File: src/rtl/dadj_pkg.sv
package dadj_pkg;

    localparam int BYTE_W  = 8;
    localparam int DIGIT_W = 4;

    typedef enum logic {
        ADJ_PACKED   = 1'b0,
        ADJ_UNPACKED = 1'b1
    } adj_mode_e;

    typedef struct packed {
        logic [BYTE_W-1:0] lo_byte;
        logic [BYTE_W-1:0] hi_byte;
        logic              half_c;
        logic              full_c;
    } adj_word_t;

    typedef struct packed {
        logic zero;
        logic sign;
        logic par_even;
    } adj_flags_t;

    function automatic logic digit_over9(input logic [DIGIT_W-1:0] d);
        return d > DIGIT_W'(9);
    endfunction

    function automatic logic even_ones(input logic [BYTE_W-1:0] b);
        return ~(^b);
    endfunction

endpackage

File: src/rtl/dadj_packed.sv
module dadj_packed
    import dadj_pkg::*;
#(
    parameter int W = BYTE_W
) (
    input  logic [W-1:0] al,
    input  logic         af,
    input  logic         cf,
    output logic [W-1:0] al_fix,
    output logic         af_fix,
    output logic         cf_fix
);
    localparam int NIB_W = W / 2;
    localparam logic [W:0]   LO_ADD   = (W+1)'(6);
    localparam logic [W-1:0] HI_ADD   = W'(6) << NIB_W;
    localparam logic [W-1:0] HI_LIMIT = (W'(9) << NIB_W) | W'((1 << NIB_W) - 1);

    logic         lo_fire;
    logic         hi_fire;
    logic [W:0]   stage1;
    logic [W-1:0] stage1_b;

    always_comb begin
        lo_fire  = digit_over9(al[NIB_W-1:0]) | af;
        stage1   = {1'b0, al} + (lo_fire ? LO_ADD : '0);
        stage1_b = stage1[W-1:0];
        hi_fire  = cf | stage1[W] | (stage1_b > HI_LIMIT);
        al_fix   = stage1_b + (hi_fire ? HI_ADD : '0);
        af_fix   = lo_fire;
        cf_fix   = hi_fire;
    end

endmodule

File: src/rtl/dadj_unpacked.sv
module dadj_unpacked
    import dadj_pkg::*;
#(
    parameter int W = BYTE_W
) (
    input  logic [W-1:0] al,
    input  logic [W-1:0] ah,
    input  logic         af,
    output logic [W-1:0] al_fix,
    output logic [W-1:0] ah_fix,
    output logic         af_fix,
    output logic         cf_fix
);
    localparam int NIB_W = W / 2;

    logic         fire;
    logic [W-1:0] sum;

    always_comb begin
        fire   = digit_over9(al[NIB_W-1:0]) | af;
        sum    = al + (fire ? W'(6) : '0);
        al_fix = {{(W-NIB_W){1'b0}}, sum[NIB_W-1:0]};
        ah_fix = ah + W'(fire);
        af_fix = fire;
        cf_fix = fire;
    end

endmodule

File: src/rtl/dadj_status.sv
module dadj_status
    import dadj_pkg::*;
#(
    parameter int W = BYTE_W
) (
    input  logic         en,
    input  logic [W-1:0] value,
    output adj_flags_t   flags
);
    always_comb begin
        flags.zero     = en & (value == '0);
        flags.sign     = en & value[W-1];
        flags.par_even = en & even_ones(value);
    end
endmodule

File: src/rtl/dadj_unit.sv
module dadj_unit
    import dadj_pkg::*;
#(
    parameter int W = BYTE_W
) (
    input  logic         clk,
    input  logic         rst,
    input  logic         valid_i,
    input  logic         mode_i,
    input  logic [W-1:0] al_i,
    input  logic [W-1:0] ah_i,
    input  logic         af_i,
    input  logic         cf_i,
    output logic         valid_o,
    output logic [W-1:0] al_o,
    output logic [W-1:0] ah_o,
    output logic         af_o,
    output logic         cf_o,
    output logic         zf_o,
    output logic         sf_o,
    output logic         pf_o
);
    adj_mode_e mode;
    assign mode = adj_mode_e'(mode_i);

    logic [W-1:0] p_al;
    logic         p_af, p_cf;
    logic [W-1:0] u_al, u_ah;
    logic         u_af, u_cf;

    dadj_packed #(.W(W)) u_packed (
        .al(al_i), .af(af_i), .cf(cf_i),
        .al_fix(p_al), .af_fix(p_af), .cf_fix(p_cf)
    );

    dadj_unpacked #(.W(W)) u_unpacked (
        .al(al_i), .ah(ah_i), .af(af_i),
        .al_fix(u_al), .ah_fix(u_ah), .af_fix(u_af), .cf_fix(u_cf)
    );

    adj_word_t  nxt_word, cur_word;
    adj_flags_t nxt_flags, cur_flags;

    always_comb begin
        if (mode == ADJ_PACKED) begin
            nxt_word.lo_byte = p_al;
            nxt_word.hi_byte = ah_i;
            nxt_word.half_c  = p_af;
            nxt_word.full_c  = p_cf;
        end else begin
            nxt_word.lo_byte = u_al;
            nxt_word.hi_byte = u_ah;
            nxt_word.half_c  = u_af;
            nxt_word.full_c  = u_cf;
        end
    end

    dadj_status #(.W(W)) u_status (
        .en(mode == ADJ_PACKED), .value(p_al), .flags(nxt_flags)
    );

    always_ff @(posedge clk) begin
        if (rst) begin
            valid_o   <= 1'b0;
            cur_word  <= '0;
            cur_flags <= '0;
        end else begin
            valid_o <= valid_i;
            if (valid_i) begin
                cur_word  <= nxt_word;
                cur_flags <= nxt_flags;
            end
        end
    end

    assign al_o = cur_word.lo_byte;
    assign ah_o = cur_word.hi_byte;
    assign af_o = cur_word.half_c;
    assign cf_o = cur_word.full_c;
    assign zf_o = cur_flags.zero;
    assign sf_o = cur_flags.sign;
    assign pf_o = cur_flags.par_even;

endmodule

File: config.mk
export PLATFORM = sky130hd
export DESIGN_NAME = dadj_unit
export DESIGN_NICKNAME = d
export VERILOG_FILES = /design/src/rtl/dadj_pkg.sv /design/src/rtl/dadj_packed.sv /design/src/rtl/dadj_unpacked.sv /design/src/rtl/dadj_status.sv /design/src/rtl/dadj_unit.sv
export SDC_FILE = /design/constraint.sdc
export NUM_CORES = 1
export LEC_CHECK = 0
export ABC_AREA = 1
export BUFFER_PORTS_ARGS = -buffer_cell sky130_fd_sc_hd__buf_2
export CAP_MARGIN = 20
export CORE_MARGIN = 2
export CORE_UTILIZATION = 35
export DETAILED_ROUTE_END_ITERATION = 8
export SKIP_LAST_GASP = 1
export SLEW_MARGIN = 15
export SYNTH_ARGS = -nofsm -noshare
export SYNTH_HDL_FRONTEND = slang
export SYNTH_SLANG_ARGS = --single-unit
File: constraint.sdc
create_clock -name clk -period 3.2 [get_ports clk]
set_input_delay 0.64 -clock clk [delete_from_list [all_inputs] [get_ports clk]]
set_output_delay 0.64 -clock clk [all_outputs]
set_load 0.01 [all_outputs]
Word level (Yosys, flattened, before mapping)
Index checks and enable logic that the tools add are counted.
{ "totals": {"out_inout_bits": 22, "word_cells": 28, "register_bits": 22, "in_bits": 22} }
{ "classes": {"reduce_logical": 2, "order_cmp": 2, "n_mux": 4, "add_sub_neg": 4, "bitwise_logic": 8} }
{ "ops": {"columns": ["operator", "n"], "rows": [
  ["2-to-1 mux 18 bit", 1],
  ["adder 8 x 3 -> 9 bit", 1],
  ["adder 8 x 1 -> 8 bit", 1],
  ["adder 8 bit", 1],
  ["> comparator 8 bit (second input constant)", 1],
  ["zero test 8 bit", 1],
  ["XOR reduction 8 bit", 1],
  ["2-to-1 mux 7 bit", 1],
  ["2-to-1 mux 3 bit", 2],
  ["adder 4 bit", 1],
  ["> comparator 4 bit (second input constant)", 1],
  ["AND 1 bit", 3],
  ["OR 1 bit", 3],
  ["NOT 1 bit", 2]
]} }

Depth between registers and ports, before layout
Gate-level depths: netlist of the first run.
{ "depth": {"word_depth": 11, "mapped_depth": 23, "mapped_depth_nobuf": 23} }

Modules after synthesis
From an unflattened synthesis of the first run, not the netlist that was laid out.
{ "hier_totals": {"hier_cells": 291, "hier_area_um2": 1765.4} }
{ "by_module_without_submodules": {"columns": ["module", "area_each_um2", "cells_each", "instances", "seq_area_each_um2"], "rows": [
  ["dadj_unit", 1063.5, 171, 1, 440.4],
  ["dadj_packed", 285.3, 44, 1, 0.0],
  ["dadj_unpacked", 264.0, 45, 1, 0.0],
  ["dadj_status", 152.6, 31, 1, 0.0]
]} }

Worst setup path after synthesis of the first run
OpenSTA, ideal clock, no wires.
{ "synth_path": {"path_type": "in2reg", "from": "input port al_i[2]", "to": "register cur_flags (netlist bit pf_o)", "required_ns": 3.130, "path_slack_ns": -0.212, "n_path_buf": 0, "stages": 21, "setup_ns": 0.070, "arrival_time_ns": 3.342, "cell_sequence": "o21ai_1 inv_1 or2_1 ha_1 inv_1 fa_1 inv_1 nand4_1 nand2_1 nand2_1 nand2_1 ha_1 inv_1 fa_1 nand3_1 nand2_1 ha_1 xor2_1 a21oi_1 o21ai_1 a21oi_1"} }
{ "synth_via": {"elab_chain_cells": 11, "elab_cells_between_ends": 12, "cone_classes": "add/sub (2); order compare (2); mux (2); bitwise (5); reduce/logical (1)"} }
{ "synth_lines": {"columns": ["item", "line", "source"], "rows": [
  ["start: declaration", "dadj_unit.sv:10", "input logic [W-1:0] al_i,"],
  ["> comparator 4 bit", "dadj_pkg.sv:25", "return d > DIGIT_W'(9);"],
  ["OR 1 bit", "dadj_packed.sv:24", "lo_fire = digit_over9(al[NIB_W-1:0]) | af;"],
  ["2-to-1 mux 3 bit", "dadj_packed.sv:25", "stage1 = {1'b0, al} + (lo_fire ? LO_ADD : '0);"],
  ["adder 8 x 3 -> 9 bit *", "dadj_packed.sv:25", null],
  ["> comparator 8 bit / OR 1 bit (equally long branches)", "dadj_packed.sv:27", "hi_fire = cf | stage1[W] | (stage1_b > HI_LIMIT);"],
  ["OR 1 bit", "dadj_packed.sv:27", null],
  ["2-to-1 mux 7 bit", "dadj_packed.sv:28", "al_fix = stage1_b + (hi_fire ? HI_ADD : '0);"],
  ["adder 8 bit *", "dadj_packed.sv:28", null],
  ["XOR reduction 8 bit *", "dadj_pkg.sv:29", "return ~(^b);"],
  ["NOT 1 bit *", "dadj_pkg.sv:29", null],
  ["AND 1 bit *", "dadj_status.sv:13", "flags.par_even = en & even_ones(value);"],
  ["end signal: assignment", "dadj_unit.sv:71", "cur_flags <= nxt_flags;"],
  ["end: declaration", "dadj_unit.sv:42", "adj_flags_t nxt_flags, cur_flags;"]
]} }
Every way passes the cells marked *; elsewhere a longest branch is shown, timed or not.
A chain may end at the register's enable or synchronous reset.

Worst setup path after layout of the first run
Ends and elaborated chain as after synthesis.

==> results of run 1 <==
## metrics by stage
step,area (um2),util [%],TNS [ns],total power [W]
2_1_floorplan,1292,-,-0.06732,0.0004238
3_3_place_gp,1628,48.03,-0.4642,0.0004969
3_5_place_dp,1628,48.03,-0.5083,0.0004976
4_1_cts,1664,49.10,0,0.0006261
5_1_grt,1754,51.75,-0.2434,0.0006928
6_report,1754,51.75,-0.04209,0.0006399
## final timing paths
kind | to | cells after the start
worst max-delay path | pf_o | 20
worst min-delay path | pf_o | 2
worst max register to register | al_o[0] | 2
worst min register to register | pf_o | 2
## report_power, final
group          internal, W  switching, W  total, W
clock            0.0000485     0.0000778  0.000126
combinational     0.000109      0.000116  0.000225
sequential        0.000281    0.00000815  0.000289
total             0.000438      0.000202  0.000640
## metal layers
layer / vias up / global-route usage [%]
met5: - / 0
met4: 0 / 6.522
met3: 2 / 2.289
li1: 655 / -
met2: 29 / 22.79
met1: 523 / 18.50
## logic make-up after synthesis
| kind of cell | after synthesis | synth area share, % |
|---|---|---|
| xor+xnor | 9 | 6.269 |
| fa+ha+maj | 12 | 13.13 |
| compound gates | 40 | 17.41 |
| flops | 21 | 33.43 |
| simple gates | 53 | 19.21 |
| buf+inv | 34 | 10.55 |
## repair_timing
action,CTS,global route
pin swaps,1,14
gates resized for setup,3,15
setup endpoints to repair,1,2
buffers inserted,0,4
hold buffers,0,0
cloned,0,0
## Yosys cell counts
| master | count |
|---|---|
| a21oi_1 | 20 |
| a21oi_2 | 1 |
| a2bb2oi_1 | 2 |
| buf_2 | 1 |
| buf_4 | 1 |
| clkbuf_1 | 4 |
| dfxtp_1 | 21 |
| fa_1 | 2 |
| ha_1 | 10 |
| inv_1 | 24 |
| inv_2 | 4 |
| nand2_1 | 30 |
| nand2_2 | 1 |
| nand3_1 | 8 |
| nand4_1 | 3 |
| nor2_1 | 6 |
| nor2_2 | 1 |
| nor2_4 | 2 |
| o211ai_1 | 2 |
| o21ai_0 | 12 |
| o21ai_1 | 2 |
| o21bai_1 | 1 |
| or2_0 | 1 |
| or2_1 | 1 |
| xnor2_1 | 3 |
| xor2_1 | 6 |
## sequential cells by signal, summed over array words and instances, names as in the netlist
| name | flops |
|---|---|
| cf_o | 1 |
| zf_o | 1 |
| pf_o | 1 |
| valid_o | 1 |
| al_o | 8 |
| ah_o | 8 |
| af_o | 1 |
## worst reg2reg max path: stages (launching register included)
cell and delay (ns):
dfxtp_1 0.32, o21ai_0 0.15, a21oi_1 0.06
## area by class of cell
| cell class | instances | area [um2] | area share (%) |
|---|---|---|---|
| clock buffers | 4 | 26.28 | 1.498 |
| multi-input cells | 114 | 790.8 | 45.08 |
| inverters | 28 | 105.1 | 5.991 |
| repair buffers | 59 | 354.1 | 20.19 |
| flip-flops and latches | 21 | 420.4 | 23.97 |
| well taps | 46 | 57.56 | 3.281 |
## cells in the final DEF (no fill, tap or decap), types with 2 or more instances in the layout
master     instances
buf_2             40
nand2_1           23
dfxtp_1           21
inv_1             20
a21oi_1           20
buf_4             16
o21ai_0           12
inv_2              8
nand2_2            8
ha_1               7
nand3_1            6
xor2_1             5
nor2_1             5
xnor2_1            3
nand4_1            3
ha_4               3
clkbuf_4           3
buf_6              3
nor2_4             2
nand3_2            2
nor2_2             2
a2bb2oi_1          2
o211ai_1           2
fa_2               2
==> reports/results.tsv, run 1 <==
metric	value	unit
CTS Root Cell	clkbuf_4	
antenna cells	0	
Initial Util	37.10	%
CP Launch Type	primary input	
die width	63.94	um
setup slack, reg-to-reg	2.56	ns
H-tree depth	1	
routed wl met2	1261	um
clock latency reported for the late side of the worst-skew pair	0.29	ns
CP Class	primary input to register	
number of warnings issued by yosys	0	
Place WS	-0.3483	ns
share of the synthesized area in the top cell type	33.43	%
Die ar.	4088	um2
antenna-violating nets left	0	
fillcell total	347	
CTS tree	built	
Crit path required time	3.44	ns
Max stage delay on crit path	0.59	ns
element type at the critical path end	register	
pin count of the biggest net entering global routing	26	
VDD IR max	0.1386	mV
Die H	63.94	um
DRC	0	
Critical Path AT	3.48	ns
vias in the first global route	1136	
Max clock buf depth	2	
hold_sp	pf_o	
core area	3390	um2
clock skew	0	ns
Area contributors post-synth	dfxtp_1, ha_1, nand2_1	
first-pass detailed-route iteration total	4	
worst relative slew slack	74.85	%
Yosys cell types	26	
Buf+Inv Stages, Crit Path	5	
post-synthesis cell area	1257	um2
post-placement cell count	264	
Leakage	0.8909	nW
CP max-delay cell	fa_2	
number of buffers created by CTS	3	
register area share after synthesis	33.43	%
reg2reg start	al_o[0]	
via count	1209	
nets	261	
f_max	308.4	MHz
routability cong.	0.7703	
global route overflow	0	
Mapped Nets	203	
RSZ-0062 raised after global routing	true	
Iter 0 DRT Violations	44	
CP Max Fanout	4	
DP HPWL	2122	um
Top Metal Used	met4	
row count	21	
final hold vios	0	
Seq cells post-synth	21	
synthesized netlist cell count	169	
WHS	0.4691	ns
Mapped Avg Cell Area	7.441	um2
final setup fails	1	
max cap viols	0	
Non-Filler Instances	272	
Synth area leader	dfxtp_1	
PwrDens	364.8	nW/um2
Clock Sink Count	21	
gr usage total	14.17	%
vias per cell	4.445	
worst setup margin	-0.04209	ns
CP Launch Point	al_i[2]	
DRT Wirelength	2699	um
IO Port Bufs	43	
synthesis-to-layout area growth	39.50	%
WL met3	150	um
CP Cell Sequence	buf_6, o21ai_2, inv_1, or2_4, ha_4, inv_2, fa_2, inv_2, nand4_1, nand2_2, nand2_2, nand2_2, ha_4, inv_2, fa_2, ha_4, xor2_2, a21oi_1, o21ai_1, a21oi_1	
Final Max Tran Viols	0	
failing checks	negative setup slack	
initial antenna violation count	0	
delay-heaviest family, CP	adder cells	
layout cells sized above 1	41.15	%
global-route wire length before repair	4692	um
num ports	44	
wl on met1	1258	um
Tmin final	3.242	ns
Avg WL per Cell	9.923	um
Clock Pin Slew Worst Setup and Hold Paths	0.12	ns
status	complete, but fails checks	
HP Class	register to register	
Worst-Margin Slew	0.3773	ns
Final Cycle Share	101.3	%
Power figures use the tool's default switching activity.
==> run 2, diff against run 1 <==
--- a/config.mk
+++ b/config.mk
@@ -7,4 +7,5 @@
 export LEC_CHECK = 0
 export ABC_AREA = 1
+export ABC_CLOCK_PERIOD_IN_PS = 3200
 export BUFFER_PORTS_ARGS = -buffer_cell sky130_fd_sc_hd__buf_2
 export CAP_MARGIN = 20
==> constraint.sdc (replaced) <==
create_clock -name clk -period 3.2 [get_ports clk]
set_input_delay 0.16 -clock clk [delete_from_list [all_inputs] [get_ports clk]]
set_output_delay 0.16 -clock clk [all_outputs]
set_load 0.01 [all_outputs]
==> reports/results.tsv, run 2 (synthesized netlist as in run 1, its figures left out) <==
metric	value	unit	change
DP HPWL	2017	um	-5.0%
most frequent cells in the layout	buf_2, nand2_1, inv_1, dfxtp_1, a21oi_1		
Tmin final	2.839	ns	-0.4029 ns
element type at the critical path end	register		
nets	248		-5.0%
die width	63.94	um	unchanged
post-placement cell count	254		-3.8%
Die ar.	4088	um2	unchanged
final setup fails	0		-1
routability cong.	0.7415		-3.7%
Clock Sink Count	21		unchanged
DRT Wirelength	2465	um	-8.7%
Crit path required time	3.43	ns	about the same
Final Instance Area	1559	um2	-11%
clock skew	0	ns	unchanged
Placed Instance Area	1518	um2	-6.8%
max cap viols	0		unchanged
worst setup margin	0.3608	ns	+0.4029 ns
Worst-Margin Slew	0.3677	ns	-0.009603 ns
CP Cell Sequence	buf_2, o21ai_1, inv_1, or2_4, ha_1, inv_1, fa_2, inv_1, nand4_1, nand2_1, nand2_1, nand2_1, ha_1, inv_1, fa_2, ha_1, xor2_1, a21oi_1, o21ai_1, a21oi_1		
worst relative slew slack	75.49	%	+0.64 points
Leakage	0.8198	nW	-8.0%
final setup TNS	0	ns	+0.04209 ns
CP Class	primary input to register		
pin count of the biggest net entering global routing	26		unchanged
clock latency reported for the late side of the worst-skew pair	0.29	ns	about the same
row count	21		unchanged
Iter 0 DRT Violations	48		+9.1%
Final Max Tran Viols	0		unchanged
Non-Filler Instances	259		-4.8%
total power	0.0005912	W	-7.6%
f_max	352.2	MHz	+14%
HP Class	primary input to register		
Final Cycle Share	88.73	%	-13 points
Avg WL per Cell	9.517	um	-4.1%
most used cell, CP	inv_1		
CP max-delay cell	fa_2		
antenna-violating nets left	0		unchanged
PwrDens	379.2	nW/um2	+4.0%
global route overflow	0		unchanged
vias in the first global route	1067		-6.1%
Clock Pin Slew Worst Setup and Hold Paths	0.11	ns	about the same
status	complete, no violations		
Max stage delay on crit path	0.44	ns	-0.15 ns
CTS Root Cell	clkbuf_4		
number of buffers created by CTS	3		unchanged
Die H	63.94	um	unchanged
Place WS	-0.04877	ns	+0.2995 ns
CTS Hold Buffers Added	0		unchanged
first-pass detailed-route iteration total	4		unchanged
layout cells sized above 1	28.64	%	-13 points
synthesis-to-layout area growth	23.98	%	
via count	1154		-4.5%
H-tree depth	1		unchanged
gr usage total	13.87	%	-0.30 points
CP Max Fanout	4		unchanged
RSZ-0062 raised after global routing	false		
Max clock buf depth	2		unchanged
delay-heaviest family, CP	adder cells		
Initial Util	37.10	%	unchanged
final hold vios	0		unchanged
Buf+Inv Stages, Crit Path	5		unchanged
VDD IR max	0.1043	mV	-25%
DRC	0		unchanged
commonest non-fill, non-tap cell in the layout	buf_2		
vias per cell	4.456		+0.24%
Critical Path AT	3.07	ns	-0.41 ns
IO Port Bufs	43		unchanged
num ports	44		unchanged
initial antenna violation count	0		unchanged
global-route wire length before repair	4554	um	-2.9%
antenna cells	0		unchanged
CTS tree	built		
CP Launch Type	primary input		
core area	3390	um2	unchanged
## run 2: worst paths after layout
check | slack, ns | depth (start not counted) | end | start
worst max-delay path | 0.36 | 20 | pf_o | al_i[2]
worst min register to register | 0.47 | 2 | al_o[4] | al_o[4]
worst max register to register | 2.56 | 2 | al_o[2] | al_o[2]
worst min-delay path | 0.12 | 2 | cf_o | rst
## run 2: layout make-up
| type | instances | area [um2] |
|---|---|---|
| flip-flops and latches | 21 | 420.4 |
| multi-input cells | 114 | 711.9 |
| well taps | 46 | 57.56 |
| clock buffers | 4 | 26.28 |
| repair buffers | 46 | 237.7 |
| fillers | 369 | 1831 |
| inverters | 28 | 105.1 |
## run 2: stage by stage
step | utilization, % | hold WS, ns
2_1_floorplan | - | 0.3048
3_3_place_gp | 44.78 | 0.4428
3_5_place_dp | 44.78 | 0.4397
4_1_cts | 45.55 | 0.1113
5_1_grt | 45.99 | 0.1035
6_report | 45.99 | 0.1193
## run 2: per-layer routing
layer / vias to the layer above / share of wire [%] / wire (um) / global-route usage [%]
met3: 2 / 5.6 / 139 / 2.817
met1: 493 / 49 / 1207 / 18.26
met5: - / 0 / 0 / 0
li1: 632 / - / - / -
met2: 27 / 44 / 1088 / 22.01
met4: 0 / 1.2 / 29 / 5.707
## run 2: where the power goes
group	internal (W)	switching, W
clock network	0.0000484	0.0000743
registers	0.000281	0.00000841
logic	0.0000788	0.000101
total	0.000408	0.000183
## run 2: what timing repair did
item | in CTS | in global routing
buffers inserted | 0 | 1
endpoints found under the hold margin | 0 | 0
resized for setup | 0 | 3
setup endpoints to repair | 0 | 1
